==> src/rtl/ovs_pkg.sv <==
package ovs_pkg;

    localparam int OVS_SMP_W    = 12;
    localparam int OVS_MAX_LOG2 = 6;

endpackage

==> src/rtl/ovs_factor_decode.sv <==
module ovs_factor_decode #(
    parameter int MAX_LOG2 = ovs_pkg::OVS_MAX_LOG2,
    parameter int CODE_W   = 3,
    localparam int SH_W    = $clog2(MAX_LOG2 + 1)
) (
    input  logic [CODE_W-1:0] code,
    output logic [SH_W-1:0]   shift
);

    // Codes beyond the largest supported factor saturate to it.
    always_comb begin
        if (int'(code) > MAX_LOG2) begin
            shift = SH_W'(MAX_LOG2);
        end else begin
            shift = SH_W'(code);
        end
    end

endmodule

==> src/rtl/ovs_accum.sv <==
module ovs_accum #(
    parameter int SMP_W = ovs_pkg::OVS_SMP_W,
    parameter int ACC_W = ovs_pkg::OVS_SMP_W + ovs_pkg::OVS_MAX_LOG2
) (
    input  logic             clk,
    input  logic             rst_n,
    input  logic             clr,
    input  logic             add_en,
    input  logic [SMP_W-1:0] add_val,
    output logic [ACC_W-1:0] acc_q,
    output logic [ACC_W-1:0] sum_nxt
);

    logic [ACC_W-1:0] acc_d;

    always_comb begin
        sum_nxt = acc_q + ACC_W'(add_val);
        if (clr) begin
            acc_d = '0;
        end else if (add_en) begin
            acc_d = sum_nxt;
        end else begin
            acc_d = acc_q;
        end
    end

    always_ff @(posedge clk or negedge rst_n) begin
        if (!rst_n) begin
            acc_q <= '0;
        end else begin
            acc_q <= acc_d;
        end
    end

    // a step start leaves an empty accumulator behind
    p_clear_on_start_r2: assert property (@(posedge clk) disable iff (!rst_n)
        clr |=> (acc_q == '0));

endmodule

==> src/rtl/ovs_shift_sel.sv <==
module ovs_shift_sel #(
    parameter int SMP_W    = ovs_pkg::OVS_SMP_W,
    parameter int MAX_LOG2 = ovs_pkg::OVS_MAX_LOG2,
    localparam int ACC_W   = SMP_W + MAX_LOG2,
    localparam int SH_W    = $clog2(MAX_LOG2 + 1)
) (
    input  logic [ACC_W-1:0] acc,
    input  logic [SH_W-1:0]  shift,
    output logic [SMP_W-1:0] res
);

    logic [SMP_W-1:0] taps [MAX_LOG2+1];

    // Each tap is the accumulator seen through one fixed right shift.
    for (genvar k = 0; k <= MAX_LOG2; k++) begin : g_tap
        assign taps[k] = acc[k +: SMP_W];
    end

    always_comb begin
        res = '0;
        for (int k = 0; k <= MAX_LOG2; k++) begin
            if (int'(shift) == k) begin
                res = taps[k];
            end
        end
    end

endmodule

==> src/rtl/oversample_avg.sv <==
module oversample_avg #(
    parameter int SMP_W    = ovs_pkg::OVS_SMP_W,
    parameter int MAX_LOG2 = ovs_pkg::OVS_MAX_LOG2,
    parameter int CODE_W   = 3
) (
    input  logic              clk,
    input  logic              rst_n,
    input  logic              step_start,
    input  logic [CODE_W-1:0] avg_sel,
    input  logic              smp_valid,
    input  logic [SMP_W-1:0]  smp_data,
    output logic              smp_req,
    output logic              avg_valid,
    output logic [SMP_W-1:0]  avg_data
);

    localparam int ACC_W = SMP_W + MAX_LOG2;
    localparam int SH_W  = $clog2(MAX_LOG2 + 1);
    localparam int CNT_W = (MAX_LOG2 > 0) ? MAX_LOG2 : 1;
    localparam int FULL  = (1 << SMP_W) - 1;

    typedef struct packed {
        logic             active;
        logic [SH_W-1:0]  shift;
        logic [CNT_W-1:0] cnt;
        logic             out_vld;
        logic [SMP_W-1:0] out_dat;
    } st_t;

    st_t st_d, st_q;

    logic [SH_W-1:0]  dec_shift;
    logic [ACC_W-1:0] acc_q;
    logic [ACC_W-1:0] sum_nxt;
    logic [SMP_W-1:0] avg_w;
    logic [CNT_W-1:0] last_idx;
    logic             accept;

    ovs_factor_decode #(
        .MAX_LOG2 (MAX_LOG2),
        .CODE_W   (CODE_W)
    ) u_dec (
        .code  (avg_sel),
        .shift (dec_shift)
    );

    ovs_accum #(
        .SMP_W (SMP_W),
        .ACC_W (ACC_W)
    ) u_acc (
        .clk     (clk),
        .rst_n   (rst_n),
        .clr     (step_start),
        .add_en  (accept),
        .add_val (smp_data),
        .acc_q   (acc_q),
        .sum_nxt (sum_nxt)
    );

    ovs_shift_sel #(
        .SMP_W    (SMP_W),
        .MAX_LOG2 (MAX_LOG2)
    ) u_sel (
        .acc   (sum_nxt),
        .shift (st_q.shift),
        .res   (avg_w)
    );

    always_comb begin
        last_idx = CNT_W'((1 << st_q.shift) - 1);
        accept   = st_q.active && smp_valid && !step_start;

        st_d         = st_q;
        st_d.out_vld = 1'b0;

        if (step_start) begin
            st_d.active = 1'b1;
            st_d.shift  = dec_shift;
            st_d.cnt    = '0;
        end else if (accept) begin
            if (st_q.cnt == last_idx) begin
                st_d.active  = 1'b0;
                st_d.cnt     = '0;
                st_d.out_vld = 1'b1;
                st_d.out_dat = avg_w;
            end else begin
                st_d.cnt = st_q.cnt + 1'b1;
            end
        end
    end

    always_ff @(posedge clk or negedge rst_n) begin
        if (!rst_n) begin
            st_q <= '0;
        end else begin
            st_q <= st_d;
        end
    end

    assign smp_req   = st_q.active;
    assign avg_valid = st_q.out_vld;
    assign avg_data  = st_q.out_dat;

    // the result strobe is a single cycle wide
    p_single_pulse_r5: assert property (@(posedge clk) disable iff (!rst_n)
        avg_valid |=> !avg_valid);

    // no further samples are requested while a result is presented
    p_no_req_with_result_r5: assert property (@(posedge clk) disable iff (!rst_n)
        avg_valid |-> !smp_req);

    // a step start always opens the sample request
    p_req_after_start_r2: assert property (@(posedge clk) disable iff (!rst_n)
        step_start |=> smp_req);

    // with no request open and no start, no result can appear
    p_idle_quiet_r6: assert property (@(posedge clk) disable iff (!rst_n)
        (!smp_req && !step_start) |=> !avg_valid);

    // the partial sum never exceeds accepted samples times full scale
    p_no_overflow_r3: assert property (@(posedge clk) disable iff (!rst_n)
        st_q.active |-> (int'(acc_q) <= int'(st_q.cnt) * FULL));

endmodule

==> config.mk <==
export PLATFORM = sky130hd
export DESIGN_NAME = oversample_avg
export DESIGN_NICKNAME = d
export VERILOG_FILES = /design/src/rtl/ovs_pkg.sv /design/src/rtl/ovs_factor_decode.sv /design/src/rtl/ovs_accum.sv /design/src/rtl/ovs_shift_sel.sv /design/src/rtl/oversample_avg.sv
export SDC_FILE = /design/constraint.sdc
export NUM_CORES = 1
export LEC_CHECK = 0
export BUFFER_PORTS_ARGS = -buffer_cell sky130_fd_sc_hd__buf_2
export CORE_ASPECT_RATIO = 0.75
export CORE_MARGIN = 1.5
export CORE_UTILIZATION = 40
export CTS_CLUSTER_DIAMETER = 200
export DETAILED_ROUTE_END_ITERATION = 6
export PLACE_DENSITY = 0.67
export SYNTH_ARGS = -nofsm -noshare
export SYNTH_HDL_FRONTEND = slang
export SYNTH_SLANG_ARGS = --single-unit
==> constraint.sdc <==
create_clock -name clk -period 4.5 [get_ports clk]
set_input_delay 1.35 -clock clk [delete_from_list [all_inputs] [get_ports clk]]
set_output_delay 1.35 -clock clk [all_outputs]
set_load 0.05 [all_outputs]
* Yosys cells after proc, flatten, opt, wreduce, memory -nomap -nowiden
Index checks and enable logic that the tools add are counted.
W data, S select, Z words.
** Word-level totals
- Output and inout port bits :: 14
- Logic and storage cells :: 45
- Bits in registers :: 41
** Operators by class
- Shifts and indexed selects :: 1
- Bitwise operators :: 1
- Equality and inequality tests :: 7
- Reduce and logical (&&, ||, !) cells :: 8
- Mux-type cells :: 18
- Add/subtract/negate cells :: 3
- $lt $le $gt $ge :: 1
** Operator list (count)
- $mux W12 :: 7
- $mux W18 :: 2
- $mux W13 :: 2
- $mux W19 :: 1
- $add A18 B12 Y18 :: 1
- $eq A3 B3 Y1 const B :: 4
- $mux W6 :: 2
- $add A6 B1 Y6 const B :: 1
- $eq A3 B2 Y1 const B :: 2
- $eq A6 B6 Y1 :: 1
- $shl A1 B3 Y6 const A :: 1
- $sub A6 B2 Y6 const B :: 1
- $reduce_bool A2 Y1 :: 2
- $gt A3 B3 Y1 const B :: 1
- $logic_not A3 Y1 :: 1
- $mux W1 :: 3
- $mux W3 :: 1
- $reduce_and A3 Y1 :: 1
- $logic_and A1 B1 Y1 :: 2
- $reduce_and A2 Y1 :: 1
- $logic_not A1 Y1 :: 1
- $not A1 Y1 :: 1

* Logic depth before layout (Yosys ltp)
Gate-level depths: netlist (run 1).
- Word-level depth :: 11
- Depth in mapped cells :: 14
- Gate-level depth less buffers :: 13

* Cells and area by module
A second synthesis (run 1) with hierarchy kept.
** Unflattened totals
- Cell total of the unflattened synthesis :: 404
- Area total of the unflattened synthesis :: 3578.4 um^2
** Modules (own cells, without submodules)
- ovs_accum :: seq. area each 450.4 um^2, cells each 162, area an instance 1498.9 um^2, instances 1
- oversample_avg :: seq. area each 575.6 um^2, cells each 105, area an instance 1218.7 um^2, instances 1
- ovs_shift_sel :: seq. area each 0.0 um^2, cells each 134, area an instance 845.8 um^2, instances 1
- ovs_factor_decode :: seq. area each 0.0 um^2, cells each 3, area an instance 15.0 um^2, instances 1

* Least setup slack after synthesis (run 1)
No wires, ideal clock.
- Path kind :: input to register
- From :: input port smp_data[0]
- To :: register st_q, in the netlist avg_data[8]
- Buffers on the path :: 0
- Stages :: 11
- Slack :: 0.884 ns
- Setup time :: 0.128 ns
- Arrival :: 3.488 ns
- Required time :: 4.372 ns
- Cell sequence :: ha_1 > inv_1 > fa_1 > nand2b_1 > a21oi_4 > o21ai_4 > o21a_4 > xnor2_2 > mux4_2 > a31oi_1 > o31ai_1
** On the way
- Cells in the longest elaborated chain, start to end :: 8
** Ends and longest elaborated chain
- start, declared :: RTL line oversample_avg.sv:11 : input logic [SMP_W-1:0] smp_data,
- $add A18 B12 Y18 (*) :: RTL line ovs_accum.sv:17 : sum_nxt = acc_q + ACC_W'(add_val);
- $mux W12 (6 in a row) :: RTL line ovs_shift_sel.sv:22 : if (int'(shift) == k) begin
- $mux W12 (*) :: RTL line ovs_shift_sel.sv:22
- end signal, assigned :: RTL line oversample_avg.sv:96 : st_q <= st_d;
- end, declared :: RTL line oversample_avg.sv:30 : st_t st_d, st_q;
Every way passes the cells marked *; elsewhere a longest branch is shown, timed or not.
A chain may end at the register's enable or synchronous reset.

* Worst setup path after layout (run 1)
- From :: input port smp_data[0]
- To :: register st_q, in the netlist avg_data[7]
The elaborated chain is that of the path after synthesis.

==> results by group, run 1 <==
Worst setup path
  – Crit path kind: in2reg
  – Crit path cell chain: buf_2, ha_1, inv_1, fa_1, nand2b_1, a21oi_4, o211ai_1, nand2_1, xor2_1, a22oi_1, a211o_1, a21oi_1
  – CP startpoint kind: input pin
  – Max FO, Critical Path: 4
  – CP max-delay cell: fa_1
  – Critical Path AT: 3.81 ns
  – Crit. End Element: register
  – Crit-path max cell delay: 0.39 ns
  – R2R setup slack: 1.14 ns
  – Worst Reg-to-Reg Cells: 12
  – CP Data Required Time: 4.71 ns

Power
  – PwrDens: 394 mW/mm^2
  – Tot Pwr: 1.50 mW
  – Combinational share of power: 41.7%
  – Maximum VDD drop: 0.249 mV
  – Internal power: 0.908 mW
  – P_leak: 1.62 nW
  – Sw frac: 39.3%
  – Part of the power in registers: 29.6%
  – Psw: 0.589 mW
  – Power share of the clock group: 28.8%

Run status
  – Outcome: finished clean

Final layout
  – Fraction of layout cells with a size suffix above 1: 15.6%
  – Fill cell count: 845
  – Commonest non-fill, non-tap cells in the layout: 53 x nand2_1, 44 x nor2_1, 41 x dfrtp_1, 40 x a21oi_1, 32 x buf_2
  – Area of the multi-input gates: 0.00222 sq mm
  – Diode count: 0
  – Commonest non-fill, non-tap cell in the layout: nand2_1
  – Syn-to-layout area delta: 9.29%
  – Final net count: 470
  – Register Area: 0.00103 sq mm

STA
  – Worst rel slew slack: 36.1%
  – Worst-Margin Slew: 0.959 ns
  – Max Freq: 278 MHz
  – Final setup violation count: 0
  – Final hold violations: 0
  – Final period utilization: 80.0%
  – Worst clock skew: 0.00780 ns
  – TNS Setup: 0 ns
  – WHS: 0.480 ns
  – Max Slew Vio Count: 0
  – Period minus WS final: 3.60 ns
  – Unrepaired setup endpoints after global routing: false

Yosys
  – Synthesized area: 0.00347 sq mm
  – Syn Area/Cell: 8.12 sq um
  – Synth async-reset ratio: 100%
  – Post-synth net total: 462
  – Seq/Total Area, Yosys: 29.5%
  – Synth Register Bits: 41
  – Post-synth EDFFs: 0
  – Mapped Cells: 428
  – Synth unique cells: 71
  – Ys flop type: dfrtp_1
  – Yosys warnings: 0

Clock tree
  – Worst-path clk slew: 0.06 ns
  – TritonCTS clock tree: done
  – CTS buffer count: 5
  – Clock Path Buffers: 2
  – H-tree levels: 2
  – Hold buffer count at CTS: 0
  – Clk root buf: clkbuf_16
  – PostCTS Resize Cnt: 0
  – TritonCTS Sinks: 41
  – Post-CTS setup buffers: 0
  – Clock Latency Late Sink: 0.30 ns

GRT
  – Vias in the first global route: 2,959
  – GR met3 Demand/Resource: 5.01%
  – Antenna violations before repair: 0
  – Met1 Resource Use GR: 33.2%
  – Met2 Usage GRT: 28.3%
  – GRT Util Overall: 21.1%
  – Largest net degree at the start of global routing: 42
  – GR peak layer: met1
  – First-pass GRT wire length: 15,500 um
  – Total grt overflow: 0

Route
  – Drt via density: 5.88
  – Post-Route WL: 9400 um
  – Initial DRC count: 334
  – Antenna-violating nets left: 0
  – Vias after detailed routing: 3,203
  – Post-route DRC violation count: 0
  – Wire per inst: 17.2 um
  – First-pass detailed-route iteration total: 5

Die
  – Chip Height: 83.7 um
  – I/O pins: 33
  – Starting density of the core: 41.1%
  – Rows: 29
  – Total Die Area: 0.00926 sq mm
  – Core area: 0.00845 sq mm
  – Die W: 111 um

Placement
  – Routability congestion estimate: 0.907
  – Hpwl dp: 6760 um
  – Number of buffers added on ports: 32

Flow run
  – Max-Cap Viols: 0

Worst hold path
  – Min-delay worst type: reg2reg
  – Min-Delay Path Depth: 2
## final cells by class
cell class / instances / share of cell area, %
Tap cell: 108 / 3.56
Inverter: 8 / 0.791
Timing Repair Buffer: 39 / 5.60
Clock inverter: 1 / 0.791
Multi-Input combinational cell: 341 / 58.5
Clock buffer: 7 / 3.76
Sequential cell: 41 / 27.0
## final timing paths
| check | start | to |
|---|---|---|
| max in group asynchronous | rst_n | u_acc.acc_q[10] |
| worst min register to register | avg_data[2] | avg_data[2] |
| worst min-delay path | avg_data[2] | avg_data[2] |
| worst max-delay path | smp_data[0] | avg_data[7] |
| min in group asynchronous | rst_n | avg_data[2] |
| worst max register to register | st_q[20] | avg_data[5] |
## power by group through the flow
stage	clock (mW)	combinational [mW]	sequential, mW
global placement	0	0.604	0.447
detailed placement	0	0.611	0.449
finish	0.431	0.624	0.442
CTS	0.438	0.614	0.442
global route	0.459	0.672	0.448
floorplan	0	0.507	0.437
## Yosys cell counts, drive strengths merged (4+ instances only)
library cell / count / share of area, %
o21ai: 27 / 4.2
nand2: 54 / 5.9
nand3: 14 / 2.0
buf: 20 / 3.7
nor2: 44 / 4.8
a31oi: 6 / 1.1
xnor2: 13 / 3.5
a211oi: 8 / 2.1
o211ai: 11 / 2.4
mux2i: 5 / 1.4
dfrtp: 41 / 30
nor3b: 4 / 1.2
o21a: 5 / 1.3
inv: 7 / 0.76
nand2b: 4 / 0.72
a21oi: 41 / 6.2
or2: 4 / 0.72
and2: 4 / 0.72
xor2: 14 / 3.5
clkbuf: 18 / 1.9
nor3: 6 / 0.86
a21o: 5 / 1.1
ha: 14 / 5.0
or3: 7 / 1.4
## routing by layer
metal / up-vias / routed length, um
met3: 8 / 700
met5: - / 0
li1: 1541 / -
met1: 1529 / 4770
met4: 0 / 69
met2: 125 / 3860
## worst max-delay path: cells and delay by family
kind | cells | cell delay (ns)
xor+xnor | 1 | 0.29
compound gates | 5 | 1.07
buf+inv | 2 | 0.14
simple gates | 2 | 0.39
fa+ha+maj | 2 | 0.57
## metrics by stage
stage	worst slack (ns)	instances	utilization, %	instance area (sq um)
after detailed placement	0.622	537	42.9	3620
after global placement	0.680	537	42.9	3620
final	0.900	545	44.9	3800
after CTS	0.921	545	44.9	3800
after global routing	0.737	545	44.9	3800
after floorplan	0.884	428	-	3470
## flip-flops by register name, summed over array words and instances, names as in the netlist
register	count
u_acc.acc_q	18
avg_valid	1
st_q	9
avg_data	12
smp_req	1
## logic make-up (layout without fill, tap and decap cells)
group	after synthesis	count (layout)	share of synthesized area, %
AO/OA/AOI/OAI	128	128	24.6
AND/OR/NAND/NOR	160	160	22.3
flip-flops	41	41	29.5
buffers and inverters	46	55	6.55
XOR/XNOR	27	27	7.02
adder cells (fa/ha/maj)	15	15	5.62
multiplexers	11	11	4.36
(Power assumes the default switching activity.)
==> run 2: changes to the inputs <==
Clock period 4.5 ns to 3.4 ns, I/O delays scaled along.
==> run 2 against run 1 <==
Compared with the run above: worst setup slack got worse by 0.70 ns; sequential cell count did not move; clock-buffer cell count fell by 1; register-to-register slack got worse by 0.60 ns; largest power group unchanged; highest routed layer unchanged.
==> results by group, run 2 (same netlist as run 1, synthesis figures left out) <==
Run status
  – Outcome: finished clean

GRT
  – GRT Util Overall: 21.6%
  – Largest net degree at the start of global routing: 42
  – Antenna violations before repair: 0
  – Total grt overflow: 0
  – First-pass GRT wire length: 16,200 um
  – Vias in the first global route: 3,094

STA
  – Max Freq: 313 MHz
  – Unrepaired setup endpoints after global routing: false
  – Final period utilization: 94.0%
  – Worst clock skew: 0.00438 ns
  – TNS Setup: 0 ns
  – Period minus WS final: 3.20 ns
  – Final WS setup: 0.204 ns
  – Max Slew Vio Count: 0
  – Final setup violation count: 0
  – Final hold violations: 0
  – Worst-Margin Slew: 0.968 ns
  – Worst rel slew slack: 35.5%

Final layout
  – Commonest non-fill, non-tap cells in the layout: 53 x nand2_1, 44 x nor2_1, 41 x dfrtp_1, 40 x a21oi_1, 38 x buf_4
  – Final net count: 501
  – Register Area: 0.00103 sq mm
  – Commonest non-fill, non-tap cell in the layout: nand2_1
  – Area of the multi-input gates: 0.00222 sq mm
  – Biggest register: u_acc.acc_q
  – Fin util: 47.4%
  – Max reg flops: 18
  – Fraction of layout cells with a size suffix above 1: 21.2%
  – Diode count: 0
  – Fill cell count: 838
  – Syn-to-layout area delta: 15.2%

Route
  – Antenna-violating nets left: 0
  – Initial DRC count: 265
  – Post-Route WL: 9560 um
  – Drt via density: 5.75
  – Vias after detailed routing: 3,306
  – Post-route DRC violation count: 0
  – First-pass detailed-route iteration total: 5
  – Wire per inst: 16.6 um

Die
  – Total Die Area: 0.00926 sq mm
  – I/O pins: 33
  – Die W: 111 um
  – Core area: 0.00845 sq mm
  – Rows: 29
  – Chip Height: 83.7 um
  – Starting density of the core: 41.1%

Placement
  – Number of buffers added on ports: 32
  – Routability congestion estimate: 0.905
  – Dpl ws: -0.0598 ns
  – Hpwl dp: 7140 um

Worst setup path
  – Critical Path AT: 3.37 ns
  – Crit path kind: in2reg
  – CP Data Required Time: 3.58 ns
  – Crit. End Element: register
  – CP startpoint kind: input pin
  – Max FO, Critical Path: 4

Power
  – Tot Pwr: 1.98 mW
  – Maximum VDD drop: 0.249 mV
  – P_leak: 1.75 nW
  – PwrDens: 495 mW/mm^2

Clock tree
  – PostCTS Resize Cnt: 0
  – Clk root buf: clkbuf_16
  – Hold buffer count at CTS: 0
  – Clock Path Buffers: 2
  – TritonCTS Sinks: 41
  – TritonCTS clock tree: done
  – Worst-path clk slew: 0.06 ns
  – CTS buffer count: 5
  – H-tree levels: 2
  – Clock Latency Late Sink: 0.29 ns
  – Post-CTS setup buffers: 0

Worst hold path
  – Min-delay worst type: reg2reg

Flow run
  – Max-Cap Viols: 0
## run 2: cell count changes in the layout (fill, tap and decap cells not counted), sizes merged
cell,change
buf,+31
bufinv,-1
clkbuf,-1
clkinvlp,+1
## run 2: area by class of cell
type                       count  area share (%)
clock buffer                   6            3.47
clock inverter                 1           0.188
inverter                       8           0.750
timing repair buffer          70            11.1
sequential                    41            25.6
multi-input combinational    341            55.5
tap                          108            3.38
## run 2: path summary, 6_finish.rpt
kind                        startpoint          end  slack [ns]  cells after the start
setup / recovery           smp_data[0]  avg_data[7]        0.20                     12
hold / removal             avg_data[1]  avg_data[1]        0.49                      2
setup reg to reg              st_q[20]  avg_data[1]        0.54                     10
hold reg to reg            avg_data[1]  avg_data[1]        0.49                      2
max in group asynchronous        rst_n  avg_data[3]        1.91                      1
min in group asynchronous        rst_n  avg_data[1]        0.87                      1
## run 2: through the flow
step,hold slack (ns),area [sq um],std cells
4_1_cts,0.500,4000,575
3_3_place_gp,0.459,3860,568
6_report,0.487,4000,575
3_5_place_dp,0.487,3860,568
2_1_floorplan,0.451,3470,428
5_1_grt,0.530,4000,575
## run 2: worst max-delay path: stages
cell and delay, ns:
buf_2 0.08, ha_1 0.15, inv_1 0.06, fa_1 0.39, nand2b_1 0.21, a21oi_4 0.24
o21ai_4 0.09, o21a_4 0.21, xnor2_2 0.15, mux4_2 0.49, a21oi_1 0.19, a21oi_1 0.09
## run 2: where the power goes
group | switching, mW | internal (mW)
clock | 0.198 | 0.288
combinational | 0.550 | 0.359
sequential | 0.0399 | 0.545
total | 0.788 | 1.19
## run 2: routing by layer
metal | GRT usage, % | vias up | share of wire, % | wire [um]
met4 | 4.66 | 0 | 0.75 | 72
met3 | 4.87 | 10 | 8.9 | 847
met5 | 0 | - | 0 | 0
met2 | 31.1 | 156 | 41 | 3930
met1 | 32.8 | 1532 | 49 | 4710
li1 | - | 1608 | - | -
